===== src/rtl/rtc_pkg.sv =====
package rtc_pkg;

  localparam int unsigned DATA_W = 32;
  localparam int unsigned ADDR_W = 3;

  localparam logic [ADDR_W-1:0] A_CTRL   = 3'd0;
  localparam logic [ADDR_W-1:0] A_CNT_LO = 3'd1;
  localparam logic [ADDR_W-1:0] A_CNT_HI = 3'd2;
  localparam logic [ADDR_W-1:0] A_ALM_LO = 3'd3;
  localparam logic [ADDR_W-1:0] A_ALM_HI = 3'd4;
  localparam logic [ADDR_W-1:0] A_RELOAD = 3'd5;
  localparam logic [ADDR_W-1:0] A_STATUS = 3'd6;

  // status flag positions, index 0..2 maps to bit 31..29
  localparam int unsigned NUM_FLAGS = 3;
  localparam int unsigned FLAG_TOP  = 31;
  localparam int unsigned FL_WRAP   = 0;
  localparam int unsigned FL_ALARM  = 1;
  localparam int unsigned FL_PERIOD = 2;

  localparam int unsigned CTRL_W = 5;

  typedef struct packed {
    logic zero_cnt;   // bit 4
    logic hold_per;   // bit 3
    logic hold_lo;    // bit 2
    logic hold_hi;    // bit 1
    logic per_on;     // bit 0
  } ctrl_t;

endpackage


===== src/rtl/rtc_count.sv =====
module rtc_count #(
  parameter int unsigned LO_W = 32,
  parameter int unsigned HI_W = 8,
  localparam int unsigned FULL_W = LO_W + HI_W
) (
  input  logic              clk,
  input  logic              rst_n,
  input  logic              tick,
  input  logic              hold_lo,
  input  logic              hold_hi,
  input  logic              zero_cnt,
  input  logic [FULL_W-1:0] target,
  output logic [LO_W-1:0]   lo_q,
  output logic [HI_W-1:0]   hi_q,
  output logic              wrap_evt,
  output logic              match_evt
);

  logic            lo_step, hi_step;
  logic [LO_W-1:0] lo_d;
  logic [HI_W-1:0] hi_d;

  always_comb begin
    lo_step   = tick & ~hold_lo & ~zero_cnt;
    hi_step   = lo_step & (&lo_q) & ~hold_hi;
    lo_d      = lo_q;
    hi_d      = hi_q;
    if (zero_cnt) begin
      lo_d = '0;
      hi_d = '0;
    end else begin
      if (lo_step) lo_d = lo_q + LO_W'(1);
      if (hi_step) hi_d = hi_q + HI_W'(1);
    end
    wrap_evt  = hi_step & (&hi_q);
    match_evt = lo_step & ({hi_d, lo_d} == target);
  end

  always_ff @(posedge clk or negedge rst_n) begin
    if (!rst_n) begin
      lo_q <= '0;
      hi_q <= '0;
    end else begin
      lo_q <= lo_d;
      hi_q <= hi_d;
    end
  end

  p_clear_zero_r4: assert property (@(posedge clk) disable iff (!rst_n)
    zero_cnt |=> (lo_q == '0) && (hi_q == '0));
  p_idle_hold_r2: assert property (@(posedge clk) disable iff (!rst_n)
    (!tick && !zero_cnt) |=> ($stable(lo_q) && $stable(hi_q)));
  p_lo_hold_r3: assert property (@(posedge clk) disable iff (!rst_n)
    (hold_lo && !zero_cnt) |=> ($stable(lo_q) && $stable(hi_q)));
  p_hi_hold_r3: assert property (@(posedge clk) disable iff (!rst_n)
    (hold_hi && !zero_cnt) |=> $stable(hi_q));
  p_wrap_to_zero_r8: assert property (@(posedge clk) disable iff (!rst_n)
    wrap_evt |=> (lo_q == '0) && (hi_q == '0));

endmodule


===== src/rtl/rtc_interval.sv =====
module rtc_interval #(
  parameter int unsigned PER_W = 16
) (
  input  logic             clk,
  input  logic             rst_n,
  input  logic             tick,
  input  logic             enable,
  input  logic             hold,
  input  logic             load,
  input  logic [PER_W-1:0] reload,
  output logic             fire
);

  logic [PER_W-1:0] cnt_q, cnt_d;
  logic             run;

  always_comb begin
    run   = enable & ~hold & tick & ~load;
    fire  = run & (cnt_q == '0);
    cnt_d = cnt_q;
    if (load)
      cnt_d = reload;
    else if (run)
      cnt_d = (cnt_q == '0) ? reload : cnt_q - PER_W'(1);
  end

  always_ff @(posedge clk or negedge rst_n) begin
    if (!rst_n) cnt_q <= '0;
    else        cnt_q <= cnt_d;
  end

  p_fire_reload_r7: assert property (@(posedge clk) disable iff (!rst_n)
    fire |=> (cnt_q == $past(reload)));
  p_load_takes_r10: assert property (@(posedge clk) disable iff (!rst_n)
    load |=> (cnt_q == $past(reload)));
  p_off_holds_r10: assert property (@(posedge clk) disable iff (!rst_n)
    (!enable && !load) |=> $stable(cnt_q));
  p_frozen_holds_r3: assert property (@(posedge clk) disable iff (!rst_n)
    (hold && !load) |=> $stable(cnt_q));

endmodule


===== src/rtl/rtc_flag.sv =====
module rtc_flag (
  input  logic clk,
  input  logic rst_n,
  input  logic set,
  input  logic clr,
  output logic q
);

  logic d;

  always_comb d = set | (q & ~clr);

  always_ff @(posedge clk or negedge rst_n) begin
    if (!rst_n) q <= 1'b0;
    else        q <= d;
  end

  p_set_wins_r9: assert property (@(posedge clk) disable iff (!rst_n)
    set |=> q);
  p_clear_drops_r9: assert property (@(posedge clk) disable iff (!rst_n)
    (!set && clr) |=> !q);

endmodule


===== src/rtl/rtc_timer.sv =====
module rtc_timer #(
  parameter int unsigned LO_W  = 32,
  parameter int unsigned HI_W  = 8,
  parameter int unsigned PER_W = 16
) (
  input  logic        clk,
  input  logic        rst_n,
  input  logic        tick_en,
  input  logic        wr_en,
  input  logic [2:0]  addr,
  input  logic [31:0] wdata,
  output logic [31:0] rdata,
  output logic        irq_wrap,
  output logic        irq_alarm,
  output logic        irq_period
);
  import rtc_pkg::*;

  localparam int unsigned FULL_W = LO_W + HI_W;

  ctrl_t            ctrl_q, ctrl_d;
  logic [LO_W-1:0]  alm_lo_q, alm_lo_d;
  logic [HI_W-1:0]  alm_hi_q, alm_hi_d;
  logic [PER_W-1:0] rel_q, rel_d;

  logic [LO_W-1:0]  cnt_lo;
  logic [HI_W-1:0]  cnt_hi;
  logic             wrap_evt, match_evt, per_fire, per_load;
  logic             wr_ctrl, wr_stat;
  logic [NUM_FLAGS-1:0] fl_set, fl_clr, fl_q;

  // register write decode
  always_comb begin
    wr_ctrl  = wr_en && (addr == A_CTRL);
    wr_stat  = wr_en && (addr == A_STATUS);
    ctrl_d   = ctrl_q;
    alm_lo_d = alm_lo_q;
    alm_hi_d = alm_hi_q;
    rel_d    = rel_q;
    if (wr_ctrl)                        ctrl_d   = ctrl_t'(wdata[CTRL_W-1:0]);
    if (wr_en && addr == A_ALM_LO)      alm_lo_d = wdata[LO_W-1:0];
    if (wr_en && addr == A_ALM_HI)      alm_hi_d = wdata[HI_W-1:0];
    if (wr_en && addr == A_RELOAD)      rel_d    = wdata[PER_W-1:0];
    per_load = wr_ctrl & wdata[0] & ~ctrl_q.per_on;
  end

  always_ff @(posedge clk or negedge rst_n) begin
    if (!rst_n) begin
      ctrl_q   <= '0;
      alm_lo_q <= '0;
      alm_hi_q <= '0;
      rel_q    <= '0;
    end else begin
      ctrl_q   <= ctrl_d;
      alm_lo_q <= alm_lo_d;
      alm_hi_q <= alm_hi_d;
      rel_q    <= rel_d;
    end
  end

  rtc_count #(.LO_W(LO_W), .HI_W(HI_W)) u_count (
    .clk      (clk),
    .rst_n    (rst_n),
    .tick     (tick_en),
    .hold_lo  (ctrl_q.hold_lo),
    .hold_hi  (ctrl_q.hold_hi),
    .zero_cnt (ctrl_q.zero_cnt),
    .target   ({alm_hi_q, alm_lo_q}),
    .lo_q     (cnt_lo),
    .hi_q     (cnt_hi),
    .wrap_evt (wrap_evt),
    .match_evt(match_evt)
  );

  rtc_interval #(.PER_W(PER_W)) u_interval (
    .clk    (clk),
    .rst_n  (rst_n),
    .tick   (tick_en),
    .enable (ctrl_q.per_on),
    .hold   (ctrl_q.hold_per),
    .load   (per_load),
    .reload (rel_q),
    .fire   (per_fire)
  );

  always_comb begin
    fl_set[FL_WRAP]   = wrap_evt;
    fl_set[FL_ALARM]  = match_evt;
    fl_set[FL_PERIOD] = per_fire;
  end

  for (genvar gi = 0; gi < NUM_FLAGS; gi++) begin : g_flag
    assign fl_clr[gi] = wr_stat & wdata[FLAG_TOP - gi];
    rtc_flag u_flag (
      .clk  (clk),
      .rst_n(rst_n),
      .set  (fl_set[gi]),
      .clr  (fl_clr[gi]),
      .q    (fl_q[gi])
    );
  end

  assign irq_wrap   = fl_q[FL_WRAP];
  assign irq_alarm  = fl_q[FL_ALARM];
  assign irq_period = fl_q[FL_PERIOD];

  // read mux
  always_comb begin
    rdata = '0;
    unique case (addr)
      A_CTRL:   rdata[CTRL_W-1:0] = ctrl_q;
      A_CNT_LO: rdata[LO_W-1:0]   = cnt_lo;
      A_CNT_HI: rdata[HI_W-1:0]   = cnt_hi;
      A_ALM_LO: rdata[LO_W-1:0]   = alm_lo_q;
      A_ALM_HI: rdata[HI_W-1:0]   = alm_hi_q;
      A_RELOAD: rdata[PER_W-1:0]  = rel_q;
      A_STATUS: for (int i = 0; i < NUM_FLAGS; i++) rdata[FLAG_TOP - i] = fl_q[i];
      default:  rdata = '0;
    endcase
  end

  p_alarm_irq_r6: assert property (@(posedge clk) disable iff (!rst_n)
    match_evt |=> irq_alarm && ({cnt_hi, cnt_lo} == FULL_W'({alm_hi_q, alm_lo_q})));
  p_wrap_irq_r8: assert property (@(posedge clk) disable iff (!rst_n)
    wrap_evt |=> irq_wrap);
  p_ctrl_zero_r11: assert property (@(posedge clk) disable iff (!rst_n)
    (wr_en && addr == A_CTRL && wdata == 32'd0) |=> (ctrl_q == '0));
  p_per_irq_r7: assert property (@(posedge clk) disable iff (!rst_n)
    per_fire |=> irq_period);

endmodule


===== config.mk =====
export PLATFORM = sky130hd
export DESIGN_NAME = rtc_timer
export DESIGN_NICKNAME = d
export VERILOG_FILES = /design/src/rtl/rtc_pkg.sv /design/src/rtl/rtc_count.sv /design/src/rtl/rtc_interval.sv /design/src/rtl/rtc_flag.sv /design/src/rtl/rtc_timer.sv
export SDC_FILE = /design/constraint.sdc
export NUM_CORES = 1
export LEC_CHECK = 0
export CAP_MARGIN = 5
export CORE_MARGIN = 4
export CORE_UTILIZATION = 45
export CTS_CLUSTER_DIAMETER = 150
export DETAILED_ROUTE_END_ITERATION = 12
export GPL_TIMING_DRIVEN = 0
export HOLD_SLACK_MARGIN = 0.05
export PLACE_DENSITY = 0.68
export SYNTH_ARGS = -nofsm -noshare
export SYNTH_HDL_FRONTEND = slang
export SYNTH_SLANG_ARGS = --single-unit

===== constraint.sdc =====
create_clock -name clk -period 3.64 [get_ports clk]
set_clock_uncertainty 0.2 [all_clocks]
set_input_delay 0.364 -clock clk [delete_from_list [all_inputs] [get_ports clk]]
set_output_delay 0.364 -clock clk [all_outputs]
set_load 0.005 [all_outputs]

==> results.cfg <==
[synthesis]
synth_async_sr_flop_share = 1.000
number_of_synthesized_flops_with_an_enable_pin = 0
mappedNetlistNets = 829
main_synth_ff_type = dfrtp_1
synth.ff_latch_count = 120
netlist_area_mm2 = 0.007353
synth_cell_type_count = 61
yosysWarnings = 0
share_of_synthesized_area_occupied_by_flip_flops_and_latches = 0.4084
post_synth.cell_area_avg_um2 = 9.367
syn-instance-count = 785

[route]
route.vias.total = 6614
drcViolationCount = 0
wirelength_um = 22710
drt_wl_cell_um = 20.37
detail_route.first_pass.iterations = 5
route.met3.wl_um = 1427
drtAntennaViolNets = 0
met2_wire_len_um = 10410
drtIter0Drc = 601
avgViaCountPerCell = 5.932
top_layer_used = met4
met1Wirelength_um = 10210

[floorplanning]
fp.dieArea_mm2 = 0.01845
die_height_um = 135.8
core_mm2 = 0.01594
initial_utilization = 0.4612
die_width_um = 135.8
standard_cell_row_count = 46
io_pins = 74

[setup_path]
crit_fanout = 10
worst-endpoint-required_ns = 3.78
worst-path-buf-inv = 3
critical_path_arrival_ns = 3.82
critical_path_class = register to register
r2r-end = g_flag[1].u_flag.q
worstSetupEndpointType = register
r2r.worst_path.cells = 11
crit_family = simple AND/OR/NAND/NOR gates
setup.reg_to_reg.worst_slack_ns = -0.03
r2r-start = u_count.lo_q[5]
path_cells = buf_2 -> nand4_2 -> or4_4 -> buf_4 -> clkbuf_1 -> nor4bb_1 -> xnor2_1 -> a21oi_1 -> nand4_1 -> or4b_1 -> o31ai_1
critPathMaxStageDelay_ns = 0.52
cpMaxStageDelayCell = or4_4
critical_path.startpoint_type = register

[clock_tree]
clk_path_buf_depth = 2
root_buffer = clkbuf_16
cts_tree = done
cts_num_sinks = 120
tritoncts.num_buffers = 17
htree_num_levels = 4
clk_latency_ns = 0.43
clkSlewWorstSetupHoldPaths_ns = 0.06

[timing]
period_minus_slack_ns = 3.673
number_of_max_slew_violations_in_the_final_report = 0
setup-violations-final = 1
worst_slew_pin_slew_ns = 0.7853
grt_setup_unrepaired = yes
timing.final.hold_violations = 0
whs_ns = 0.2076
max_freq_mhz = 272.2
tns_ns = -0.03334
min_period_over_period = 1.009
finalWorstSetupSlack_ns = -0.03334
timing.slew.headroom = 0.4725

[place]
post_dp_cell_area_mm2 = 0.008383
number_of_input_and_output_port_buffers_inserted = 73
dpl.cell_count = 1075
place_ws_ns = -0.9244
post_detail_place_hpwl_um = 16810
gp_congestion = 0.9791

[pwr]
worst_ir_drop_vdd_mv = 0.3787
report.power.total_mw = 4.607
power_density_mw_per_mm2 = 505.8
total_leakage_power_nw = 3.711

[finish]
area_delta_synth_final_pct = 23.87
final_cell_count_no_fill = 1115
final_util = 0.5713
post_route_cells_drive_above_1_share = 0.1624
fin_nets = 931
num_antenna_cells = 0
filler_cell_count = 1446
postLayoutCellArea_mm2 = 0.009109

[grt]
globalRouteOverflowTotal = 0
antenna_violations_before_repair = 0
grt_pass1_vias = 6436
wire_length_of_the_first_global_routing_pass_um = 35820
grt_usage = 0.2549
grt_start_max_net_pins = 85

[outcome]
violations_in_the_final_reports = setup timing
outcome = finished with violations

[min_path]
timing.hold.worst.class = input port to asynchronous set/reset pin

[run]
max_cap_viol_count = 0
==> sequential cells by signal (all words and copies together) (netlist names) <==
name / flops
alm_hi_q: 8
alm_lo_q: 32
ctrl_q: 5
g_flag.u_flag.q: 3
rel_q: 16
u_count.hi_q: 8
u_count.lo_q: 32
u_interval.cnt_q: 16
==> timing repair <==
action | CTS | global route
endpoints found under the setup margin | 36 | 16
buffers inserted | 6 | 4
pin swaps | 3 | 2
endpoints found under the hold margin | 36 | 0
resized for setup | 26 | 9
hold buffers | 1 | 0
==> worst max path at each step <==
stage	startpoint	endpoint	slack [ns]	cells after the start
3_3_place_gp	rst_n	alm_hi_q[6]	-2.86	1
5_1_grt	u_count.lo_q[1]	g_flag[1].u_flag.q	-0.12	10
2_1_floorplan	u_count.lo_q[0]	g_flag[1].u_flag.q	0.06	10
6_report	u_count.lo_q[5]	g_flag[1].u_flag.q	-0.03	11
4_1_cts	u_count.lo_q[6]	g_flag[1].u_flag.q	0.004	9
3_5_place_dp	ctrl_q[4]	rdata[4]	-0.92	9
==> cells in the mapped netlist, types with 4 or more instances <==
| cell | instances | share of area |
|---|---|---|
| nand2b_1 | 7 | 0.0060 |
| nor2_1 | 76 | 0.039 |
| nor3b_1 | 4 | 0.0041 |
| mux2_2 | 69 | 0.11 |
| or3_1 | 9 | 0.0077 |
| inv_1 | 15 | 0.0077 |
| o22ai_1 | 9 | 0.0077 |
| o21ai_0 | 50 | 0.034 |
| nand2_1 | 60 | 0.031 |
| and3_1 | 7 | 0.0060 |
| ha_1 | 5 | 0.0085 |
| nor4_1 | 16 | 0.014 |
| o211ai_1 | 4 | 0.0041 |
| a21oi_1 | 42 | 0.029 |
| xor2_1 | 17 | 0.020 |
| nand4_1 | 21 | 0.018 |
| nor2b_1 | 16 | 0.014 |
| nor3_1 | 25 | 0.017 |
| and2_1 | 10 | 0.0085 |
| dfrtp_1 | 120 | 0.41 |
| and4_1 | 9 | 0.011 |
| mux2i_1 | 38 | 0.052 |
| xnor2_1 | 24 | 0.029 |
| clkbuf_1 | 32 | 0.016 |
| or4_1 | 10 | 0.010 |
| nand3_1 | 25 | 0.017 |
| buf_1 | 6 | 0.0031 |
==> power by group <==
part,internal (mW),leakage (nW),switching (mW),total [mW]
clock network,1.04,0.278,0.639,1.68
logic,0.515,1.91,0.544,1.06
registers,1.58,1.53,0.292,1.87
total,3.13,3.71,1.48,4.61
==> per-layer routing <==
layer	GRT usage	vias up
met5	0	-
met4	0.09686	0
met3	0.05588	47
met2	0.3993	252
met1	0.3475	3232
li1	-	3083
==> cells by family (layout without fill, tap and decap cells) <==
logic type | Yosys count | in the layout | synth area share
AOI/OAI and AO/OA | 141 | 141 | 0.1147
adders and majority gates | 5 | 5 | 0.008508
DFF | 120 | 120 | 0.4084
muxes | 110 | 110 | 0.1666
xor gates and xnor gates | 41 | 41 | 0.04883
buffers and inverters | 56 | 170 | 0.02910
and+or+nand+nor | 312 | 312 | 0.2239
==> area by class of cell <==
type	instances	area, µm²	share of cell area
inverters	15	56.30	0.006181
multi-input cells	609	4167	0.4574
flip-flops and latches	120	3008	0.3302
clock buffers	20	456.7	0.05014
clock inverters	11	123.9	0.01360
well taps	216	270.3	0.02967
plain buffers	39	183.9	0.02019
repair buffers	85	843.3	0.09258
==> cells in the final DEF (no fill, tap or decap), drive strengths merged, types with 24 or more instances in the layout <==
cell	Yosys	layout
a21oi	42	42
clkbuf	32	50
clkdlybuf4s50	0	71
dfrtp	120	120
mux2	69	69
mux2i	38	38
nand2	60	60
nand3	25	25
nor2	76	76
nor3	25	25
o21ai	52	52
xnor2	24	24
Power figures use the tool's default switching activity.
